===== src/rtl/dbgwb_pkg.sv =====
package dbgwb_pkg;
  localparam int unsigned IDX_W = 2;
  localparam logic [IDX_W-1:0] IDX_ADDR = 2'd0;
  localparam logic [IDX_W-1:0] IDX_DATA = 2'd1;
  localparam logic [IDX_W-1:0] IDX_CTRL = 2'd2;

  // Control word fields
  localparam int unsigned CTRL_INC_BIT = 10;
  localparam int unsigned CTRL_SIZE_HI = 10;
  localparam int unsigned CTRL_SIZE_LO = 9;

  typedef enum logic [1:0] {
    ST_IDLE = 2'd0,
    ST_BUS  = 2'd1,
    ST_ACK  = 2'd2
  } br_state_e;
endpackage


===== src/rtl/dbgwb_regs.sv =====
module dbgwb_regs
  import dbgwb_pkg::*;
#(
  parameter int unsigned ADDR_W = 64,
  parameter int unsigned DATA_W = 64
) (
  input  logic              clk,
  input  logic              rst,
  input  logic              wr_addr_en,
  input  logic              wr_ctrl_en,
  input  logic [DATA_W-1:0] wdata,
  input  logic              step_en,
  output logic [ADDR_W-1:0] addr_q,
  output logic [DATA_W-1:0] ctrl_q
);
  localparam int unsigned SZ_W = CTRL_SIZE_HI - CTRL_SIZE_LO + 1;

  logic [SZ_W-1:0]   size_f;
  logic [ADDR_W-1:0] step;

  assign size_f = ctrl_q[CTRL_SIZE_HI:CTRL_SIZE_LO];

  always_comb begin
    step = '0;
    if (ctrl_q[CTRL_INC_BIT]) step = ADDR_W'(1) << size_f;
  end

  always_ff @(posedge clk) begin
    if (rst) begin
      addr_q <= '0;
      ctrl_q <= '0;
    end else begin
      if (wr_addr_en)   addr_q <= ADDR_W'(wdata);
      else if (step_en) addr_q <= addr_q + step;
      if (wr_ctrl_en)   ctrl_q <= wdata;
    end
  end
endmodule


===== src/rtl/dbgwb_wb_master.sv =====
module dbgwb_wb_master #(
  parameter int unsigned ADDR_W = 64,
  parameter int unsigned DATA_W = 64,
  localparam int unsigned SEL_W = DATA_W / 8
) (
  input  logic              clk,
  input  logic              rst,
  input  logic              start,
  input  logic              we_in,
  input  logic [ADDR_W-1:0] adr_in,
  input  logic [DATA_W-1:0] dat_in,
  input  logic [SEL_W-1:0]  sel_in,
  input  logic              wb_ack,
  output logic              wb_cyc,
  output logic              wb_stb,
  output logic              wb_we,
  output logic [ADDR_W-1:0] wb_adr,
  output logic [DATA_W-1:0] wb_dat_o,
  output logic [SEL_W-1:0]  wb_sel,
  output logic              done
);
  assign done = wb_cyc & wb_ack;

  always_ff @(posedge clk) begin
    if (rst) begin
      wb_cyc   <= 1'b0;
      wb_stb   <= 1'b0;
      wb_we    <= 1'b0;
      wb_adr   <= '0;
      wb_dat_o <= '0;
      wb_sel   <= '0;
    end else if (done) begin
      wb_cyc <= 1'b0;
      wb_stb <= 1'b0;
    end else if (start && !wb_cyc) begin
      wb_cyc   <= 1'b1;
      wb_stb   <= 1'b1;
      wb_we    <= we_in;
      wb_adr   <= adr_in;
      wb_dat_o <= dat_in;
      wb_sel   <= sel_in;
    end
  end
endmodule


===== src/rtl/dbg_wb_bridge.sv =====
module dbg_wb_bridge
  import dbgwb_pkg::*;
#(
  parameter int unsigned ADDR_W = 64,
  parameter int unsigned DATA_W = 64,
  localparam int unsigned SEL_W = DATA_W / 8
) (
  input  logic              clk,
  input  logic              rst,
  input  logic              dbg_req,
  input  logic              dbg_wr,
  input  logic [IDX_W-1:0]  dbg_addr,
  input  logic [DATA_W-1:0] dbg_wdata,
  output logic [DATA_W-1:0] dbg_rdata,
  output logic              dbg_ack,
  output logic              wb_cyc,
  output logic              wb_stb,
  output logic              wb_we,
  output logic [ADDR_W-1:0] wb_adr,
  output logic [DATA_W-1:0] wb_dat_o,
  output logic [SEL_W-1:0]  wb_sel,
  input  logic [DATA_W-1:0] wb_dat_i,
  input  logic              wb_ack
);
  br_state_e         state;
  logic              accept;
  logic              hit_data;
  logic              wr_addr_en;
  logic              wr_ctrl_en;
  logic              bus_done;
  logic [ADDR_W-1:0] addr_q;
  logic [DATA_W-1:0] ctrl_q;
  logic [DATA_W-1:0] reg_rd;
  logic [DATA_W-1:0] rdata_q;

  assign accept     = (state == ST_IDLE) && dbg_req;
  assign hit_data   = accept && (dbg_addr == IDX_DATA);
  assign wr_addr_en = accept && dbg_wr && (dbg_addr == IDX_ADDR);
  assign wr_ctrl_en = accept && dbg_wr && (dbg_addr == IDX_CTRL);

  always_comb begin
    unique case (dbg_addr)
      IDX_ADDR: reg_rd = DATA_W'(addr_q);
      IDX_CTRL: reg_rd = ctrl_q;
      default:  reg_rd = '0;
    endcase
  end

  dbgwb_regs #(.ADDR_W(ADDR_W), .DATA_W(DATA_W)) u_regs (
    .clk        (clk),
    .rst        (rst),
    .wr_addr_en (wr_addr_en),
    .wr_ctrl_en (wr_ctrl_en),
    .wdata      (dbg_wdata),
    .step_en    (bus_done),
    .addr_q     (addr_q),
    .ctrl_q     (ctrl_q)
  );

  dbgwb_wb_master #(.ADDR_W(ADDR_W), .DATA_W(DATA_W)) u_master (
    .clk      (clk),
    .rst      (rst),
    .start    (hit_data),
    .we_in    (dbg_wr),
    .adr_in   (addr_q),
    .dat_in   (dbg_wdata),
    .sel_in   (ctrl_q[SEL_W-1:0]),
    .wb_ack   (wb_ack),
    .wb_cyc   (wb_cyc),
    .wb_stb   (wb_stb),
    .wb_we    (wb_we),
    .wb_adr   (wb_adr),
    .wb_dat_o (wb_dat_o),
    .wb_sel   (wb_sel),
    .done     (bus_done)
  );

  always_ff @(posedge clk) begin
    if (rst) begin
      state   <= ST_IDLE;
      rdata_q <= '0;
    end else begin
      unique case (state)
        ST_IDLE: begin
          if (hit_data) begin
            state <= ST_BUS;
          end else if (accept) begin
            state   <= ST_ACK;
            rdata_q <= dbg_wr ? '0 : reg_rd;
          end
        end
        ST_BUS: begin
          if (bus_done) begin
            state   <= ST_ACK;
            rdata_q <= wb_we ? '0 : wb_dat_i;
          end
        end
        default: state <= ST_IDLE;
      endcase
    end
  end

  assign dbg_ack   = (state == ST_ACK);
  assign dbg_rdata = rdata_q;
endmodule


===== config.mk =====
export PLATFORM = sky130hd
export DESIGN_NAME = dbg_wb_bridge
export DESIGN_NICKNAME = d
export VERILOG_FILES = /design/src/rtl/dbgwb_pkg.sv /design/src/rtl/dbgwb_regs.sv /design/src/rtl/dbgwb_wb_master.sv /design/src/rtl/dbg_wb_bridge.sv
export SDC_FILE = /design/constraint.sdc
export NUM_CORES = 1
export LEC_CHECK = 0
export ABC_AREA = 0
export BUFFER_PORTS_ARGS = -buffer_cell sky130_fd_sc_hd__buf_2
export CORE_MARGIN = 4
export CORE_UTILIZATION = 49
export DETAILED_ROUTE_END_ITERATION = 16
export GPL_ROUTABILITY_DRIVEN = 1
export GPL_TIMING_DRIVEN = 0
export PLACE_DENSITY = 0.77
export SYNTH_ARGS = -nofsm -noshare
export SYNTH_HDL_FRONTEND = slang
export SYNTH_SLANG_ARGS = --single-unit

===== constraint.sdc =====
create_clock -name clk -period 2.1 [get_ports clk]
set_input_delay 0.21 -clock clk [delete_from_list [all_inputs] [get_ports clk]]
set_output_delay 0.21 -clock clk [all_outputs]
set_load 0.02 [all_outputs]

==> results.cfg <==
[run_status]
status = complete, but fails checks
violations = negative setup slack

[worst_setup_path]
crit_chain = and2_4, ha_4, a21o_1, a2bb2oi_2, nor4_2, and3_1, xnor2_1, a211oi_1
critical_path.slowest_cell = a2bb2oi_2
cp.arrival_ps = 2570
cp_max_fo = 5
worstSetupStartpointType = flip-flop
crit_type = flip-flop to flip-flop
cp-end-kind = flip-flop
required_ps = 2520
slowest_delay_ps = 370

[global_route]
met3_usage_pct = 5.04
first_global_vias = 14400
grt_usage_pct = 30.6
gr-total-overflow = 0
grt_use_met1_pct = 39.9
antenna_found_initial = 3
grt_util_met2_pct = 51.5
grt_pass1_wl_um = 77700
grt.busiest_layer = met2
grt_max_degree = 14

[detailed_routing]
wirelength_um = 51700
routedWlPerCell_um = 19.1
vias = 15000
antenna_left = 0
drc = 0
vias_per_cell = 5.57
drtIter0Drc = 1198
firstDrtPassIters = 5

[timing]
min_period_ps = 2150
rsz0062_at_grt = yes
timing.final.crit_share_pct = 102
skew_ps = 9.17
fmax_mhz = 466
finalHoldViolations = 0
layout_setup_ws_ps = -47.7
worst_pin_slew_ps = 1150
slew_viol_final = 0
setup_viol = 6
max_slew_margin_pct = 23.5

[yosys]
synthArstFlopShare_pct = 0
synthCells = 1808
synth-seq-cells = 332
ys_types = 56
syn_avg_cell_area_um2 = 7.89
synth-seq-area-share_pct = 46.6
synth_flop_cell = dfxtp_1
ys_warn_count = 0
synth_edf_count = 0
syn_area_um2 = 14300

[power_and_ir_drop]
p_clk_share_pct = 43.0
pwr-share-comb_pct = 11.3
ir_drop_mv = 0.564
leakage_uw = 0.00783
p_sw_share_pct = 25.1
pwr-share-seq_pct = 45.6
intPower_uw = 10900
power_switching_uw = 3660
p_per_area_nw_per_um2 = 757

[floorplanning]
core_area_um2 = 28700
std_cell_rows = 62
die-area_um2 = 31900
fp.dieH_um = 179
start_util_pct = 49.7
die_x_um = 179
io-pin-count = 339

[clock_tree]
clock-root-buffer = clkbuf_16
clkSinkCount = 332
clk_path_buf_depth = 3
h-tree-depth = 2
cts_tree = done
clock_latency_ps = 510
clk_pin_slew_ps = 60
cts-buffers-inserted = 35

[layout]
drive_above_1_share_pct = 26.6
area_growth_pct = 35.3
fin_area_um2 = 19300
layout.nets = 2430

[worst_hold_path]
hold_class = input port to flip-flop

[place]
place_area_um2 = 16500
post-place-ws_ps = -755
portBuffers = 337
gp_congestion = 0.918
dp_hpwl_um = 36500

[run]
drv_cap = 0
-- cell families after synthesis --
kind of cell / synth area share (%)
other cells: 0.0263
mux: 4.57
compound gates: 16.9
fa+ha+maj: 0.491
buf+inv: 4.52
flops: 46.6
xor+xnor: 3.50
simple gates: 23.4
-- critical path, delay by kind of cell (launching register included) --
family | cells | cell delay, ps
simple gates | 3 | 510
xor+xnor | 1 | 120
fa+ha+maj | 1 | 240
flops | 1 | 350
compound gates | 3 | 830
-- flip-flops by register name (all words and copies together) (netlist names) --
signal and cells:
dbg_rdata 64, u_master.wb_adr 64, u_master.wb_dat_o 64, u_regs.addr_q 64
u_regs.ctrl_q 64, u_master.wb_sel 8, state 2, u_master.wb_cyc 1
u_master.wb_we 1
-- worst paths after layout --
| path | from | end | slack (ps) | depth (start not counted) |
|---|---|---|---|---|
| min reg2reg | u_master.wb_adr[55] | u_master.wb_adr[55] | 450 | 2 |
| max reg2reg | u_regs.ctrl_q[9] | u_regs.addr_q[11] | -50 | 8 |
| max | u_regs.ctrl_q[9] | u_regs.addr_q[11] | -50 | 8 |
| min | wb_ack | u_master.wb_cyc | 30 | 3 |
-- placed cells by master (no fill, tap or decap), types with 5 or more instances in the layout --
cell type      synthesis  final
nor4_4                 0      9
clkbuf_8               0      8
a211oi_2               1     11
nor3_1                23      9
dlygate4sd3_1          0     65
dfxtp_1              332    309
xnor2_1               41     41
inv_1                  9      9
nand4_1               21     21
and3_1                 9      9
o21ai_0               10      8
nor2_4                 0      5
clkbuf_16              0     37
buf_4                  2     48
mux2i_1               64     64
nand3_1               27     26
dfxtp_2                0     22
nor4_2                 2      5
a21oi_1              278    276
buf_6                  1     10
xor2_1                16     16
nor2_1               194    192
clkbuf_4               0      6
a211oi_1             107     97
clkbuf_2               5     35
clkbuf_1             106     75
nor3_2                 2     13
buf_2                 31    352
nand2_1              444    441
o21ai_1                4      5
-- synthesized netlist by cell type, drive strengths merged (2+ instances only) --
| cell | instances | area (um^2) |
|---|---|---|
| xor2 | 16 | 140 |
| inv | 9 | 33.8 |
| and3 | 9 | 56.3 |
| o21ai | 15 | 78.8 |
| nand2b | 4 | 32.5 |
| or4 | 2 | 18.8 |
| nand4b | 2 | 47.6 |
| nor2 | 199 | 759 |
| nor3 | 26 | 151 |
| buf | 36 | 189 |
| a211oi | 108 | 816 |
| nor2b | 2 | 12.5 |
| and4 | 4 | 35.0 |
| or3 | 4 | 25.0 |
| or2 | 2 | 12.5 |
| and2 | 5 | 31.3 |
| ha | 4 | 50.1 |
| nand3 | 29 | 155 |
| nand2 | 444 | 1670 |
| nor4 | 16 | 113 |
| dfxtp | 332 | 6650 |
| nand4 | 25 | 190 |
| clkbuf | 111 | 423 |
| a311oi | 6 | 52.6 |
| xnor2 | 41 | 359 |
| a21oi | 278 | 1390 |
| o22ai | 4 | 25.0 |
| mux2i | 64 | 641 |
-- per-stage QoR --
step,util [%],hold slack (ps),total power (uW),setup TNS [ps],std cells
2_1_floorplan,-,319,7620,0,1810
3_3_place_gp,57.3,439,8220,-83760,2531
3_5_place_dp,57.3,445,8250,-98410,2531
4_1_cts,65.8,1.88,14600,-50.5,2678
6_report,67.3,30.7,14600,-179,2700
5_1_grt,67.2,27.8,15100,-2010,2699
-- layout make-up --
type | count | area, um^2
fillers | 2370 | 9400
multi-input cells | 1324 | 7490
flip-flops and latches | 332 | 6680
repair buffers | 446 | 2720
clock buffers | 53 | 1060
plain buffers | 142 | 726
well taps | 384 | 480
clock inverters | 6 | 105
inverters | 9 | 33.8
diodes | 4 | 10.0
-- power by group through the flow --
stage	combinational, uW	clock, uW	sequential [uW]
final	1650	6290	6660
after CTS	1590	6330	6660
after global routing	1780	6590	6680
after global placement	1440	0	6780
after detailed placement	1460	0	6790
after floorplan	671	0	6950
-- what timing repair did --
action / 4_1_cts / 5_1_grt
pin swaps: 20 / 29
setup buffers: 25 / 18
gates resized for setup: 98 / 106
cloned: 2 / 1
endpoints found under the hold margin: 137 / 0
hold buffers: 65 / 0
setup endpoints to repair: 322 / 277
-- routing by layer --
metal | vias to the layer above | part of all wire [%]
met2 | 674 | 48
met3 | 100 | 8.2
li1 | 7122 | -
met5 | - | 0
met1 | 7142 | 41
met4 | 0 | 3.0
(Power assumes the default switching activity.)
